==> config.mk <==
export PLATFORM = sky130hd
export DESIGN_NAME = dc_tag_check
export DESIGN_NICKNAME = d
export VERILOG_FILES = /design/src/rtl/dc_tag_check.sv
export SDC_FILE = /design/constraint.sdc
export NUM_CORES = 1
export LEC_CHECK = 0
export CAP_MARGIN = 10
export CORE_ASPECT_RATIO = 1.1
export CORE_MARGIN = 2
export CORE_UTILIZATION = 56
export CTS_CLUSTER_SIZE = 10
export DETAILED_ROUTE_END_ITERATION = 6
export DONT_BUFFER_PORTS = 1
export PLACE_DENSITY = 0.74
export SYNTH_ARGS = -nofsm -noshare
export SYNTH_HDL_FRONTEND = slang
export SYNTH_SLANG_ARGS = --single-unit
==> constraint.sdc <==
create_clock -name clk -period 1.32 [get_ports clk]
set_clock_uncertainty 0.05 [all_clocks]
set_input_delay 0.198 -clock clk [delete_from_list [all_inputs] [get_ports clk]]
set_output_delay 0.198 -clock clk [all_outputs]
set_load 0.01 [all_outputs]
==> src/rtl/dc_tag_check.sv <==
module dc_tag_check #(
  parameter int WAYS   = 4,
  parameter int PA_W   = 40,
  parameter int IDX_W  = 13,
  parameter int SPLIT  = 26,
  parameter int ST_LSB = 25
) (
  input  logic                      clk,
  input  logic                      rst_n,
  input  logic                      start,
  input  logic [IDX_W-1:0]          set_idx,
  output logic [$clog2(WAYS)-1:0]   way_sel,
  input  logic [31:0]               tag_hi,
  input  logic [63:0]               tag_lo,
  output logic                      busy,
  output logic                      res_valid,
  output logic [$clog2(WAYS)-1:0]   res_way,
  output logic [2:0]                res_class,
  output logic [PA_W-1:0]           res_addr,
  output logic                      res_state_err,
  output logic                      res_addr_err,
  output logic                      done,
  output logic                      err_state,
  output logic                      err_addr,
  output logic [1:0]                bank,
  output logic [5:0]                set_no
);
  localparam int WAY_W  = $clog2(WAYS);
  localparam int ST_W   = 5;
  localparam int PHI    = 11;
  localparam int PLO    = 10;
  localparam logic [2:0] C_BAD = 3'd7;

  logic [WAY_W-1:0] cnt;
  logic [IDX_W-1:0] idx_q;
  logic [ST_W-1:0]  st;
  logic [2:0]       cls;
  logic             illegal, perr_hi, perr_lo, perr;
  logic             unused_bits;

  assign way_sel = cnt;
  assign st      = tag_hi[ST_LSB +: ST_W];

  always_comb begin
    case (st)
      5'h00:   cls = 3'd0;
      5'h0F:   cls = 3'd1;
      5'h13:   cls = 3'd2;
      5'h19:   cls = 3'd3;
      5'h16:   cls = 3'd4;
      5'h1C:   cls = 3'd5;
      default: cls = C_BAD;
    endcase
  end

  assign illegal = (cls == C_BAD);
  assign perr_hi = tag_lo[PHI] ^ (^tag_lo[PA_W-1:SPLIT]);
  assign perr_lo = tag_lo[PLO] ^ (^tag_lo[SPLIT-1:IDX_W]);
  assign perr    = !illegal && (perr_hi || perr_lo);

  assign bank   = {idx_q[12], idx_q[5]};
  assign set_no = idx_q[11:6];

  assign unused_bits = ^{tag_hi[31:ST_LSB+ST_W], tag_hi[ST_LSB-1:0],
                         tag_lo[63:PA_W], tag_lo[IDX_W-1:PHI+1], tag_lo[PLO-1:0]};

  always_ff @(posedge clk or negedge rst_n) begin
    if (!rst_n) begin
      busy          <= 1'b0;
      cnt           <= '0;
      idx_q         <= '0;
      res_valid     <= 1'b0;
      res_way       <= '0;
      res_class     <= 3'd0;
      res_addr      <= '0;
      res_state_err <= 1'b0;
      res_addr_err  <= 1'b0;
      done          <= 1'b0;
      err_state     <= 1'b0;
      err_addr      <= 1'b0;
    end else begin
      res_valid <= 1'b0;
      done      <= 1'b0;
      if (start && !busy) begin
        busy      <= 1'b1;
        cnt       <= '0;
        idx_q     <= set_idx;
        err_state <= 1'b0;
        err_addr  <= 1'b0;
      end else if (busy) begin
        res_valid     <= 1'b1;
        res_way       <= cnt;
        res_class     <= cls;
        res_addr      <= {tag_lo[PA_W-1:IDX_W], idx_q};
        res_state_err <= illegal;
        res_addr_err  <= perr;
        err_state     <= err_state | illegal;
        err_addr      <= err_addr | perr;
        cnt           <= cnt + 1'b1;
        if (cnt == WAY_W'(WAYS-1)) begin
          busy <= 1'b0;
          done <= 1'b1;
        end
      end
    end
  end
endmodule


==> reports/metrics.cfg, run 1 <==
[status]
outcome = finished with violations
violations = hold timing

[clock_tree]
cts_tree = yes
cts_root_buf = clkbuf_8
cts.sinks = 67
clock_latency_ps = 320
htreeDepth = 3
clkTransAtPathRegs_ps = 70
hold_buffers = 42
cts_buffers = 9
cts_buffer_depth = 2

[floorplanning]
fp-row-count = 27
die_h_um = 80.3
coreArea_mm2 = 0.00507
dieWidth_um = 73.4
ioPinCount = 174
start_util = 0.585
die_area_mm2 = 0.00590

[logic_synthesis]
ys_top_cells_by_area = dfrtp_1, mux2_2, xnor2_1
synth_top_area_share = 0.565
syn_nets = 322
synth-seq-cells = 67
synthAdderAreaFrac = 0.00422
avgSynthCellArea_um2 = 14.2
synth_top_area_cell = dfrtp_1
synth-xor-area-share = 0.0941
syn_inst = 209
synth_top_family_by_area = multiplexers
synth_simple_gate_area_frac = 0.0392
synth_compound_area_frac = 0.0283
syn-cell-area_mm2 = 0.00297
synth-seq-area-share = 0.565
yosys_warnings = 0
yosysUniqueCellTypes = 29
synth.area.mux_share = 0.224

[grt]
grt_start_max_net_pins = 68
overflow = 0
grt.total_usage = 0.215
antenna_found_initial = 0
grt_pass1_wl_mm = 9.34
grt_pass1_vias = 1968

[sta]
layout_setup_ws_ps = 63.6
finalCriticalPeriod_ps = 1260
min_period_over_period = 0.952
fmax_mhz = 796
setup_viol = 0
maxSlewViolCount = 0
tightest_slew_ps = 381
slew_headroom = 0.745
whs_ps = -498
finalHoldViolCount = 67
finalSetupTns_ps = 0

[power_and_ir_drop]
p_per_area_mw_per_mm2 = 2010
peakVddDrop_v = 0.00113
p_leak_nw = 1.53
p_total_w = 0.00722

[placement]
finalWeightedCongestion = 0.717
io_buffers = 0
pre_cts_ws_ps = -187
place_hpwl_mm = 3.98

[flow_run]
max_cap_viol_count = 0

[drt]
routed_wirelength_mm = 5.92
ant_nets = 0
vias = 1728
drt_iter0_markers = 51
wl_per_cell_um = 19.1
via_per_inst = 5.57
dr.pass1.iters = 4
drt_drc_violations_left = 0

[worst_setup_path]
crit_fanout = 7
max_stage_delay_ps = 440
cpMaxStageDelayCell = dfrtp_2
endpoint_kind = flip-flop
start_kind = flip-flop
path_cells = nor2b_4 > buf_4 > mux2_2
critPathArrivalTime_ps = 1420
critical_path.top_delay_family = flip-flops
path_buf_inv = 1
path_class = flip-flop to flip-flop
required_ps = 1490

[final_layout]
final_common_cell = dfrtp_1
antenna_cells = 0
layout-drive-gt1-share = 0.337
syn_to_final_growth_pct = 20.9
finalNetCount = 360
final_cell_mix = dfrtp_1, mux2_2, dlygate4sd3_1

[min_path]
min_path_type = input pin to asynchronous set/reset pin

## per-stage QoR
step | utilization | cell area (µm²) | instances
floorplan | - | 3010 | 209
global placement | 0.586 | 2970 | 252
detailed placement | 0.586 | 2970 | 252
CTS | 0.705 | 3570 | 310
global route | 0.708 | 3590 | 310
finish | 0.708 | 3590 | 310
## report_power, final
part | total (W) | internal [W] | switching, W
Combinational | 0.00187 | 0.00119 | 0.000683
Sequential | 0.00383 | 0.00288 | 0.000952
Clock | 0.00151 | 0.000778 | 0.000734
## synthesized netlist by cell type, drive strengths merged
| cell type | count |
|---|---|
| or4 | 1 |
| and2 | 1 |
| and3b | 1 |
| xnor2 | 15 |
| dfrtp | 67 |
| o21ai | 5 |
| ha | 1 |
| nand3 | 2 |
| or3 | 1 |
| inv | 3 |
| o22ai | 2 |
| a22o | 1 |
| a31oi | 2 |
| nand2 | 1 |
| xor2 | 4 |
| nor2b | 2 |
| xnor3 | 5 |
| buf | 18 |
| nand2b | 1 |
| clkbuf | 3 |
| nor2 | 6 |
| nor3b | 1 |
| nand4 | 1 |
| nand3b | 1 |
| a21oi | 5 |
| mux2 | 59 |
## state kept, by name, summed over array words and instances, names as in the netlist
| signal | flops |
|---|---|
| err_state | 1 |
| busy | 1 |
| res_addr_err | 1 |
| idx_q | 13 |
| res_way | 2 |
| err_addr | 1 |
| res_addr | 40 |
| way_sel | 2 |
| res_state_err | 1 |
| res_class | 3 |
| res_valid | 1 |
| done | 1 |
## timing repair
| action | in CTS | in global routing |
|---|---|---|
| setup endpoints to repair | 6 | 15 |
| buffers inserted | 0 | 0 |
| resized for setup | 1 | 3 |
| endpoints found under the hold margin | 110 | 67 |
## worst paths after layout
check                          endpoint        from  slack, ps  cells after the start
max                           idx_q[11]        busy         60                      3
min                        res_addr[36]       rst_n       -500                      0
max reg2reg                   idx_q[11]        busy         60                      3
min reg2reg                 res_addr[4]    idx_q[4]        460                      1
max in group asynchronous   res_addr[1]       rst_n       1630                      0
min in group clk           res_class[0]  tag_hi[27]         70                      3
## metal layers
metal,track usage,vias to the layer above,share of wire
met5,0,-,0
li1,-,787,-
met3,0.0690,9,0.078
met2,0.384,75,0.54
met4,0.102,0,0.016
met1,0.226,857,0.37
## cells by family after synthesis
family | after synthesis
flip-flops | 67
AO/OA/AOI/OAI | 15
buffers and inverters | 24
XOR/XNOR | 24
adder cells (fa/ha/maj) | 1
multiplexers | 59
AND/OR/NAND/NOR | 19
## layout make-up
class / count / area, µm²
sequential: 67 / 1680
tap: 58 / 72.6
inverter: 3 / 11.3
timing repair buffer: 48 / 473
multi-input combinational: 118 / 1170
clock buffer: 12 / 155
fill: 332 / 1480
clock inverter: 4 / 25.0
Power figures use the tool's default switching activity.
==> run 2, diff against run 1 <==
CAP_MARGIN = 20   (was 10)
CTS_BUF_LIST = sky130_fd_sc_hd__clkbuf_16   (was default)
==> run 2 against run 1 <==
The run still ends with hold timing left. Combinational power about the same. Design area up 1.8%. Worst hold slack better by 19 ps. Sequential power about the same.
==> reports/metrics.cfg, run 2 (synthesis results as in run 1) <==
[drt]
wl_per_cell_um = 19.1  ; -0.30%
via_per_inst = 5.60  ; +0.38%
routed_wirelength_mm = 5.89  ; -0.62%
drt_drc_violations_left = 0  ; unchanged
vias = 1729  ; +0.058%
ant_nets = 0  ; unchanged
drt_iter0_markers = 80  ; +57%
dr.pass1.iters = 3  ; -1

[floorplanning]
start_util = 0.585  ; unchanged
coreArea_mm2 = 0.00507  ; unchanged
die_area_mm2 = 0.00590  ; unchanged
fp-row-count = 27  ; unchanged
ioPinCount = 174  ; unchanged
die_h_um = 80.3  ; unchanged
dieWidth_um = 73.4  ; unchanged

[status]
outcome = finished with violations
violations = hold timing

[placement]
io_buffers = 0  ; unchanged
finalWeightedCongestion = 0.717  ; unchanged
dpl-instance-area_mm2 = 0.00297  ; unchanged
place_hpwl_mm = 3.98  ; unchanged

[sta]
whs_ps = -479  ; +19.1 ps
fmax_mhz = 774  ; -2.7%
slew_headroom = 0.756  ; +0.0111
tightest_slew_ps = 365  ; -16.6 ps
setup_viol = 0  ; unchanged
finalCriticalPeriod_ps = 1290  ; +35.0 ps
grt_setup_unrepaired = yes
min_period_over_period = 0.978  ; +0.0265
maxSlewViolCount = 0  ; unchanged
finalHoldViolCount = 67  ; unchanged

[final_layout]
largest_reg_flops = 40  ; unchanged
stdcell_area_mm2 = 0.00365  ; +1.8%
syn_to_final_growth_pct = 23.1
final_common_cell = dfrtp_1
reg_top3 = res_addr (40), idx_q (13), res_class (3)
final_cell_mix = dfrtp_1, mux2_2, dlygate4sd3_1
regMostFlops = res_addr
finalNetCount = 359  ; -0.28%
antenna_cells = 0  ; unchanged
layout-drive-gt1-share = 0.331  ; -0.00662

[clock_tree]
cts_buffer_depth = 2  ; unchanged
clock_latency_ps = 310  ; about the same
cts_root_buf = clkbuf_16
hold_buffers = 41  ; -2.4%
cts_buffers = 9  ; unchanged
cts_tree = yes
htreeDepth = 3  ; unchanged
cts.sinks = 67  ; unchanged
clkTransAtPathRegs_ps = 60  ; about the same

[power_and_ir_drop]
p_per_area_mw_per_mm2 = 2120  ; +5.5%
p_total_w = 0.00776  ; +7.4%
peakVddDrop_v = 0.00112  ; -1.1%
p_leak_nw = 1.56  ; +2.0%

[worst_setup_path]
crit_fanout = 7  ; unchanged
r2r_end = idx_q[10]
path_class = flip-flop to flip-flop
critPathArrivalTime_ps = 1440  ; +20 ps
reg2reg_from = busy
start_kind = flip-flop
r2r_cells = 3  ; unchanged
required_ps = 1470  ; -20 ps
setup.worst_path.end = idx_q[10]
rrSetupSlack_ps = 30  ; -30 ps
endpoint_kind = flip-flop
crit_path_start = busy

[grt]
grt_start_max_net_pins = 68  ; unchanged
overflow = 0  ; unchanged
grt.total_usage = 0.215  ; -0.000590
antenna_found_initial = 0  ; unchanged
grt_pass1_wl_mm = 9.36  ; +0.22%
grt_pass1_vias = 1964  ; -0.20%

[min_path]
min_path_type = input pin to asynchronous set/reset pin

[flow_run]
max_cap_viol_count = 0  ; unchanged

==> run 2: changes by cell type in the layout (fill, tap and decap cells not counted), sizes merged <==
cell | before | now
clkbuf | 12 | 9
dlygate4sd3 | 42 | 41
inv | 3 | 4
clkinv | 2 | 4
==> run 2: worst min path at each step <==
stage	start	endpoint	slack [ps]	cells after the start
after floorplan	rst_n	busy	-150	0
after global placement	rst_n	res_addr[15]	-150	0
after detailed placement	rst_n	res_addr[15]	-150	0
after CTS	rst_n	res_addr[3]	-490	0
after global routing	rst_n	idx_q[10]	-500	0
final	rst_n	res_addr[26]	-480	0
==> run 2: through the flow <==
stage,instances,worst slack (ps),utilization,TNS [ps]
final,309,28.6,0.721,0
after global placement,252,-171,0.586,-560
after CTS,309,32.8,0.719,0
after detailed placement,252,-187,0.586,-672
after global routing,309,-9.55,0.721,-22.2
after floorplan,209,-125,-,-493
==> run 2: where the power goes <==
group	switching [W]	leakage, nW	internal, W	total (W)
Sequential	0.000949	0.777	0.00289	0.00383
Combinational	0.000689	0.660	0.00119	0.00187
Clock	0.000806	0.127	0.00124	0.00205
Total	0.00244	1.56	0.00531	0.00776
==> run 2: routing by layer <==
metal,global-route usage,wire [µm]
met1,0.227,2170
met2,0.384,3180
met3,0.0728,463
met4,0.0909,70
met5,0,0
==> run 2: final cells by class <==
cell class | instances | area (µm²)
Sequential cell | 67 | 1680
Multi-Input combinational cell | 118 | 1170
Timing Repair Buffer | 47 | 463
Inverter | 3 | 11.3
Fill cell | 315 | 1420
Clock buffer | 9 | 225
Tap cell | 58 | 72.6
Clock inverter | 7 | 36.3
==> run 2: timing repair <==
action	in CTS	in global routing
endpoints found under the setup margin	5	15
setup buffers	0	0
hold endpoints to repair	109	67
resized for setup	1	2
==> run 2: worst max-delay path, stage by stage (launching register included) <==
cell     delay [ps]
dfrtp_2         430
nor2b_2         170
buf_4           190
mux2_2          350
==> run 3, diff against run 2 <==
CORE_MARGIN = 4   (was 2)
==> run 3 against run 2 <==
The flow still finishes with violations (hold timing). Combinational power barely moved. Critical path depth stayed put. Register-to-register slack about the same. Worst setup slack better by 5.8 ps. Clock power is 6% higher. Sequential share of layout area down 0.14 points. Total power up 1.6%. Fmax increased by 0.45%. Critical endpoint is now idx_q[4]. Largest cell class unchanged. Highest routed layer unchanged.
==> reports/metrics.cfg, run 3 (synthesis results as in run 1) <==
[status]
outcome = finished with violations
violations = hold timing

[worst_setup_path]
rrSetupSlack_ps = 30  ; about the same
path_class = flip-flop to flip-flop
r2r_cells = 3  ; unchanged
crit_fanout = 7  ; unchanged
required_ps = 1470  ; about the same
start_kind = flip-flop
critPathArrivalTime_ps = 1430  ; about the same
endpoint_kind = flip-flop

[final_layout]
fillerInstances = 337  ; +7.0%
final_common_cell = dfrtp_1
regMostFlops = res_addr
syn_to_final_growth_pct = 23.5
finalNetCount = 358  ; -0.28%
largest_reg_flops = 40  ; unchanged
multiInputGateArea_mm2 = 0.00116  ; -0.21%
final_cell_mix = dfrtp_1, mux2_2, dlygate4sd3_1
antenna_cells = 0  ; unchanged
reg_top3 = res_addr (40), idx_q (13), res_class (3)
layout-drive-gt1-share = 0.312  ; -0.0187
seqCellArea_mm2 = 0.00168  ; unchanged

[drt]
ant_nets = 0  ; unchanged
vias = 1725  ; -0.23%
dr.pass1.iters = 2  ; -1
via_per_inst = 5.60  ; about the same
drt_drc_violations_left = 0  ; unchanged
wl_per_cell_um = 20.0  ; +4.9%
drt_iter0_markers = 52  ; -35%
routed_wirelength_mm = 6.16  ; +4.6%

[sta]
finalSetupTns_ps = 0  ; unchanged
slew_headroom = 0.755  ; -0.00116
finalHoldViolCount = 67  ; unchanged
grt_setup_unrepaired = no
finalCriticalPeriod_ps = 1290  ; -5.79 ps
maxSlewViolCount = 0  ; unchanged
setup_viol = 0  ; unchanged
min_period_over_period = 0.974  ; -0.00439
whs_ps = -475  ; +4.08 ps
layout_setup_ws_ps = 34.3  ; +5.79 ps
fmax_mhz = 778  ; +0.45%
tightest_slew_ps = 366  ; +1.73 ps

[floorplanning]
ioPinCount = 174  ; unchanged
start_util = 0.585  ; unchanged
fp-row-count = 27  ; unchanged
die_h_um = 84.3  ; +5.0%
die_area_mm2 = 0.00653  ; +11%
coreArea_mm2 = 0.00507  ; unchanged
dieWidth_um = 77.4  ; +5.4%

[grt]
grt_start_max_net_pins = 68  ; unchanged
antenna_found_initial = 0  ; unchanged
grt_pass1_vias = 2001  ; +1.9%
grt.total_usage = 0.200  ; -0.0150
grt_pass1_wl_mm = 10.0  ; +7.0%
overflow = 0  ; unchanged

[min_path]
min_path_type = input pin to asynchronous set/reset pin

[placement]
finalWeightedCongestion = 0.693  ; -3.4%
io_buffers = 0  ; unchanged
pre_cts_ws_ps = -138  ; +48.8 ps
place_hpwl_mm = 4.00  ; +0.61%

[clock_tree]
htreeDepth = 3  ; unchanged
cts_root_buf = clkbuf_16
cts_tree = yes
clock_latency_ps = 310  ; about the same
clkTransAtPathRegs_ps = 50  ; about the same
cts_resized = 0  ; -1
cts_buffers = 9  ; unchanged
hold_buffers = 41  ; unchanged
cts_setup_buffers = 0  ; unchanged
cts_buffer_depth = 2  ; unchanged
cts.sinks = 67  ; unchanged

[power_and_ir_drop]
p_per_area_mw_per_mm2 = 2150  ; +1.3%
peakVddDrop_v = 0.00126  ; +12%
p_leak_nw = 1.58  ; +1.0%

[flow_run]
max_cap_viol_count = 0  ; unchanged

run 3: path summary, 6_finish.rpt:
check | startpoint | end
hold / removal | rst_n | res_addr[22]
hold reg to reg | idx_q[3] | res_addr[3]
min in group clk | tag_hi[28] | res_class[0]
max in group asynchronous | rst_n | busy
setup / recovery | busy | idx_q[4]
setup reg to reg | busy | idx_q[4]
run 3: area by class of cell:
class                           instances  share of cell area
Inverter                                3             0.00307
Sequential cell                        67               0.458
Tap cell                               58              0.0198
Multi-Input combinational cell        118               0.318
Timing Repair Buffer                   46               0.126
Clock buffer                            9              0.0615
Clock inverter                          7              0.0143
run 3: critical path, cell delays in order, from the launching register on:
cell,delay [ps]
dfrtp_2,430
nor2b_1,150
buf_4,190
mux2_2,350
run 3: report_power, final:
group / internal (W) / leakage, nW / switching (W)
sequential: 0.00289 / 0.777 / 0.000954
combinational: 0.00119 / 0.658 / 0.000676
clock: 0.00142 / 0.146 / 0.000758
run 3: routing by layer:
layer	part of all wire	vias to the layer above	global-route usage
li1	-	789	-
met1	0.36	847	0.217
met2	0.55	80	0.352
met3	0.077	9	0.0655
met4	0.018	0	0.0890
met5	0	-	0
run 3: stage by stage:
stage / area, µm² / util / std cells / power [W]
3_5_place_dp: 2980 / 0.587 / 251 / 0.00567
4_1_cts: 3660 / 0.723 / 308 / 0.00797
3_3_place_gp: 2980 / 0.587 / 251 / 0.00550
5_1_grt: 3660 / 0.723 / 308 / 0.00831
6_report: 3660 / 0.723 / 308 / 0.00788
2_1_floorplan: 3010 / - / 209 / 0.00538
